<file path="src/rtl/fifo_irq_pkg.sv">
package fifo_irq_pkg;
  localparam int CH_MAX      = 8;
  localparam int RX_EN_LSB   = 24;
  localparam int RX_MODE_LSB = 16;
  localparam int TX_EN_LSB   = 8;
  localparam int TX_MODE_LSB = 0;

  function automatic logic [CH_MAX-1:0] chan_mask(int num);
    logic [CH_MAX-1:0] m;
    for (int i = 0; i < CH_MAX; i++) m[i] = (i < num);
    return m;
  endfunction
endpackage

</file>
<file path="src/rtl/fifo_irq_cfg.sv">
module fifo_irq_cfg
  import fifo_irq_pkg::*;
#(
  parameter int NUM_RX   = 8,
  parameter int NUM_TX   = 8,
  parameter int RX_DEPTH = 16,
  parameter int TX_DEPTH = 16
) (
  input  logic              clk_i,
  input  logic              rst_ni,
  input  logic              we_i,
  input  logic [31:0]       wdata_i,
  output logic [CH_MAX-1:0] rx_en_o,
  output logic [CH_MAX-1:0] rx_mode_o,
  output logic [CH_MAX-1:0] tx_en_o,
  output logic [CH_MAX-1:0] tx_mode_o,
  output logic [31:0]       rdata_o
);
  localparam logic [CH_MAX-1:0] RX_MASK = chan_mask(NUM_RX);
  localparam logic [CH_MAX-1:0] TX_MASK = chan_mask(NUM_TX);
  localparam bit RX_FIX = (RX_DEPTH == 1);
  localparam bit TX_FIX = (TX_DEPTH == 1);

  logic [CH_MAX-1:0] rx_en_q, rx_mode_q, tx_en_q, tx_mode_q;

  always_ff @(posedge clk_i or negedge rst_ni) begin
    if (!rst_ni) begin
      rx_en_q   <= '0;
      rx_mode_q <= '0;
      tx_en_q   <= '0;
      tx_mode_q <= '0;
    end else if (we_i) begin
      rx_en_q   <= wdata_i[RX_EN_LSB   +: CH_MAX];
      rx_mode_q <= wdata_i[RX_MODE_LSB +: CH_MAX];
      tx_en_q   <= wdata_i[TX_EN_LSB   +: CH_MAX];
      tx_mode_q <= wdata_i[TX_MODE_LSB +: CH_MAX];
    end
  end

  // unimplemented channels masked off; depth-1 FIFOs force mode 1
  assign rx_en_o   = rx_en_q & RX_MASK;
  assign tx_en_o   = tx_en_q & TX_MASK;
  assign rx_mode_o = RX_FIX ? RX_MASK : (rx_mode_q & RX_MASK);
  assign tx_mode_o = TX_FIX ? TX_MASK : (tx_mode_q & TX_MASK);

  always_comb begin
    rdata_o = '0;
    rdata_o[RX_EN_LSB   +: CH_MAX] = rx_en_o;
    rdata_o[RX_MODE_LSB +: CH_MAX] = rx_mode_o;
    rdata_o[TX_EN_LSB   +: CH_MAX] = tx_en_o;
    rdata_o[TX_MODE_LSB +: CH_MAX] = tx_mode_o;
  end
endmodule

</file>
<file path="src/rtl/fifo_irq_edge.sv">
module fifo_irq_edge
  import fifo_irq_pkg::*;
#(
  parameter int NUM_CH = 8
) (
  input  logic              clk_i,
  input  logic              rst_ni,
  input  logic              enable_i,
  input  logic [CH_MAX-1:0] en_i,
  input  logic [CH_MAX-1:0] mode_i,
  input  logic [CH_MAX-1:0] cond0_i,
  input  logic [CH_MAX-1:0] cond1_i,
  output logic              irq_o
);
  localparam logic [CH_MAX-1:0] CH_MASK = chan_mask(NUM_CH);

  logic [CH_MAX-1:0] hit;

  for (genvar ch = 0; ch < CH_MAX; ch++) begin : g_ch
    logic cond;
    logic prev_q;

    assign cond = mode_i[ch] ? cond1_i[ch] : cond0_i[ch];

    // held high while disabled: a condition already present at enable is not an event
    always_ff @(posedge clk_i or negedge rst_ni) begin
      if (!rst_ni)        prev_q <= 1'b1;
      else if (!enable_i) prev_q <= 1'b1;
      else                prev_q <= cond;
    end

    assign hit[ch] = CH_MASK[ch] & en_i[ch] & cond & ~prev_q;
  end

  always_ff @(posedge clk_i or negedge rst_ni) begin
    if (!rst_ni) irq_o <= 1'b0;
    else         irq_o <= enable_i & (|hit);
  end
endmodule

</file>
<file path="src/rtl/fifo_lvl_irq.sv">
module fifo_lvl_irq
  import fifo_irq_pkg::*;
#(
  parameter int NUM_RX   = 8,
  parameter int NUM_TX   = 8,
  parameter int RX_DEPTH = 16,
  parameter int TX_DEPTH = 16
) (
  input  logic        clk_i,
  input  logic        rst_ni,
  input  logic        enable_i,
  input  logic        cfg_we_i,
  input  logic [31:0] cfg_wdata_i,
  output logic [31:0] cfg_rdata_o,
  input  logic [7:0]  rx_nonempty_i,
  input  logic [7:0]  rx_half_i,
  input  logic [7:0]  tx_notfull_i,
  input  logic [7:0]  tx_half_i,
  output logic        irq_rx_o,
  output logic        irq_tx_o
);
  logic [CH_MAX-1:0] rx_en, rx_mode, tx_en, tx_mode;

  fifo_irq_cfg #(
    .NUM_RX(NUM_RX), .NUM_TX(NUM_TX), .RX_DEPTH(RX_DEPTH), .TX_DEPTH(TX_DEPTH)
  ) u_cfg (
    .clk_i    (clk_i),
    .rst_ni   (rst_ni),
    .we_i     (cfg_we_i),
    .wdata_i  (cfg_wdata_i),
    .rx_en_o  (rx_en),
    .rx_mode_o(rx_mode),
    .tx_en_o  (tx_en),
    .tx_mode_o(tx_mode),
    .rdata_o  (cfg_rdata_o)
  );

  fifo_irq_edge #(.NUM_CH(NUM_RX)) u_rx (
    .clk_i   (clk_i),
    .rst_ni  (rst_ni),
    .enable_i(enable_i),
    .en_i    (rx_en),
    .mode_i  (rx_mode),
    .cond0_i (rx_nonempty_i),
    .cond1_i (rx_half_i),
    .irq_o   (irq_rx_o)
  );

  // outbound mode 1 watches for the fill level dropping below half
  fifo_irq_edge #(.NUM_CH(NUM_TX)) u_tx (
    .clk_i   (clk_i),
    .rst_ni  (rst_ni),
    .enable_i(enable_i),
    .en_i    (tx_en),
    .mode_i  (tx_mode),
    .cond0_i (tx_notfull_i),
    .cond1_i (~tx_half_i),
    .irq_o   (irq_tx_o)
  );
endmodule

</file>
<file path="config.mk">
export PLATFORM = sky130hd
export DESIGN_NAME = fifo_lvl_irq
export DESIGN_NICKNAME = d
export VERILOG_FILES = /design/src/rtl/fifo_irq_pkg.sv /design/src/rtl/fifo_irq_cfg.sv /design/src/rtl/fifo_irq_edge.sv /design/src/rtl/fifo_lvl_irq.sv
export SDC_FILE = /design/constraint.sdc
export NUM_CORES = 1
export LEC_CHECK = 0
export CAP_MARGIN = 20
export CORE_ASPECT_RATIO = 1.25
export CORE_MARGIN = 5
export CORE_UTILIZATION = 25
export CTS_CLUSTER_SIZE = 10
export DETAILED_ROUTE_END_ITERATION = 6
export GPL_TIMING_DRIVEN = 0
export PLACE_DENSITY_LB_ADDON = 0.15
export REMOVE_ABC_BUFFERS = 1
export SLEW_MARGIN = 20
export SYNTH_ARGS = -nofsm -noshare
export SYNTH_HDL_FRONTEND = slang
export SYNTH_SLANG_ARGS = --single-unit
</file>
<file path="constraint.sdc">
create_clock -name clk_i -period 2.6 [get_ports clk_i]
set_clock_uncertainty 0.2 [all_clocks]
set_input_delay 0.39 -clock clk_i [delete_from_list [all_inputs] [get_ports clk_i]]
set_output_delay 0.39 -clock clk_i [all_outputs]
set_load 0.005 [all_outputs]
</file>
==> results.cfg <==
[status]
run_status = finished, final reports clean

[job]
max_cap_viol_count = 0

[global_route]
global_route.overflow_total = 0
grtUsageTotal_pct = 9.993
global_route_wire_length_before_repair_um = 8190
grt_pass1_vias = 1616
grt_antenna_before_repair = 0
grt_max_degree = 51

[clock_tree]
tritoncts_num_sinks = 50
numCtsBuffers = 5
clock_latency_ns = 0.30
root_buffer_selected_by_cts = clkbuf_8
ctsHoldBuffers = 1
cts.reportedPaths.clkPinSlew_ns = 0.09
clock_tree_from_tritoncts = done
maximum_buffer_depth_of_the_clock_tree = 2
post_cts_resized = 0
post-cts-setup-buffer-count = 0
cts_htree_levels = 2

[synthesis]
cell_count_after_synthesis = 156
post_synth_num_cell_types = 18
syn_area_um2 = 2036
yosys_register_bits = 50
post_synth_edffs = 0
dominantRegCellSynth = dfrtp_1
synth.yosys.warnings = 0
netlist.area_leader.share_pct = 41.79
synth.largest_area_cell = dfrtp_1
synth_commonest_cells = dfrtp_1 (34), mux2_2 (28), nand2_1 (28), dfstp_2 (16)
synth_most_common_cell = dfrtp_1
async_reset_ff_share_pct = 100.0
synth_sequential_area_ratio_pct = 62.45
syn-mean-instance-area_um2 = 13.05
post_synth_main_area_contributors = dfrtp_1 (42%), dfstp_2 (21%), mux2_2 (15%)

[setup_path]
cp_num_buf_inv = 1
data_arrival_time_of_the_worst_path_ns = 1.24
cp.depth = 1
crit-reg2reg-launch = u_cfg.rx_mode_o[2]$_DFFE_PN0P_
worstPathMaxFanout = 3
setup.worst_path.end_class = primary output
critPathRequiredTime_ns = 2.01
count_of_cells_along_the_worst_register_to_register_path = 4
worst_path_dominant_cell_family = buffers and inverters
timing.critical_path.from_type = flop
path_class = reg2out
worst_setup_path_startpoint = u_cfg.rx_mode_o[7]$_DFFE_PN0P_
cells_along_the_critical_path = clkdlybuf4s50_1
critical_path.slowest_cell = clkdlybuf4s50_1
worst-r2r-setup-slack_ns = 1.07
critical-path-max-stage-delay_ns = 0.54

[timing]
worst_slew_margin_rel_pct = 47.75
worst-slew-pin-transition_ns = 0.7813
min_period_over_period_pct = 70.33
hold_viol_final = 0
setup_viol = 0
final_period_minus_worst_setup_slack_ns = 1.828
max_clock_freq_mhz = 546.9
report.final.slew_viol_count = 0
rsz_0062_raised_after_global_routing = false
holdWs_ns = 0.2976
final.setup.tns_ns = 0

[place]
place.port_buffers = 101
placed_cells = 347
dpl.hpwl_um = 3809
gp_congestion = 0.6585

[pwr]
ir_drop_v = 0.0002126
total_power_consumption_of_the_routed_design_mw = 1.744
pwr_density_cell_nw_per_um2 = 536.7
static-leakage-power_nw = 1.303

[detailed_routing]
detail-route-antenna-nets = 0
first_pass_iters = 3
post_drt_wl_per_cell_um = 14.43
drcViolationCount = 0
detailroute.via_count = 1557
drtIter0Drc = 4
via_density_per_instance = 4.374
postRouteWirelength_um = 5137

[floorplan]
die_w_um = 90.71
die-area_um2 = 10060
die_height_um = 110.9
initial_core_util_pct = 25.83
num_io_pins = 102
floorplan.core_area_um2 = 7883
num_rows = 36

[layout]
final-instance-count-excl-fill = 356
flow.area_growth_from_synthesis_pct = 59.62
layout_cell_share_with_drive_strength_beyond_1_pct = 21.46
post-route-util_pct = 41.22
insertedDiodeCount = 0
final_net_count = 328

[min_path]
timing.hold.worst_path_depth = 3
worstHoldPathType = in2reg
hold_start = cfg_we_i
-- cell type report --
class	instances	area, um^2
clock buffer	6	82.58
timing repair buffer	103	1033
sequential	50	1271
multi-input combinational	96	715.7
fill	781	4633
tap	95	118.9
clock inverter	2	12.51
inverter	4	15.01
-- layout by cell type, fill, tap and decap left out, types with 2 or more instances in the layout --
cell type,count
clkbuf_8,6
clkdlybuf4s50_1,99
dfstp_2,16
nor3b_1,8
nor4_1,2
mux2i_1,8
o21ai_0,8
dfrtp_1,34
inv_1,4
o32ai_1,4
nand2b_1,4
mux2_2,28
o21ai_1,3
nand2_1,28
-- power by group --
part / internal (mW) / total [mW] / switching, mW / leakage [nW]
clock: 0.214 / 0.468 / 0.254 / 0.0472
combinational: 0.250 / 0.367 / 0.116 / 0.685
sequential: 0.864 / 0.909 / 0.0456 / 0.571
total: 1.33 / 1.74 / 0.416 / 1.30
-- final timing paths --
check	endpoint
worst max-delay path	cfg_rdata_o[23]
worst min-delay path	u_cfg.tx_en_o[4]$_DFFE_PN0P_
worst max register to register	u_rx.irq_o$_DFF_PN0_
worst min register to register	u_cfg.rx_en_o[3]$_DFFE_PN0P_
max in group asynchronous	u_cfg.tx_en_o[6]$_DFFE_PN0P_
min in group asynchronous	u_cfg.rx_en_o[5]$_DFFE_PN0P_
-- state kept, by name, indices dropped and copies added (netlist names) --
signal and count:
u_tx.g_ch.prev_q 8, u_cfg.tx_mode_o 8, u_cfg.rx_mode_o 8, u_rx.irq_o 1, u_rx.g_ch.prev_q 8, u_tx.irq_o 1, u_cfg.tx_en_o 8, u_cfg.rx_en_o 8
-- layer usage --
metal	vias to the layer above	wire (um)	global-route usage, %
li1	745	-	-
met1	733	2273	12.82
met2	76	2325	15.41
met3	3	508	4.616
met4	0	29	2.085
met5	-	0	0
-- cells by family (layout without fill, tap and decap cells) --
| logic type | count (synthesis) | in the layout | share of synthesized area, % |
|---|---|---|---|
| mux | 36 | 36 | 19.42 |
| flops | 50 | 50 | 62.45 |
| buf+inv | 10 | 115 | 2.396 |
| simple gates | 42 | 42 | 9.957 |
| compound gates | 18 | 18 | 5.777 |
-- per-stage QoR --
stage          cell area [um^2]  setup slack (ns)
6_report                   3249            0.7715
5_1_grt                    3249            0.6977
4_1_cts                    3249            0.7444
3_5_place_dp               3144            0.6862
3_3_place_gp               3132           -0.6987
2_1_floorplan              2002             1.227
(Power assumes the default switching activity.)
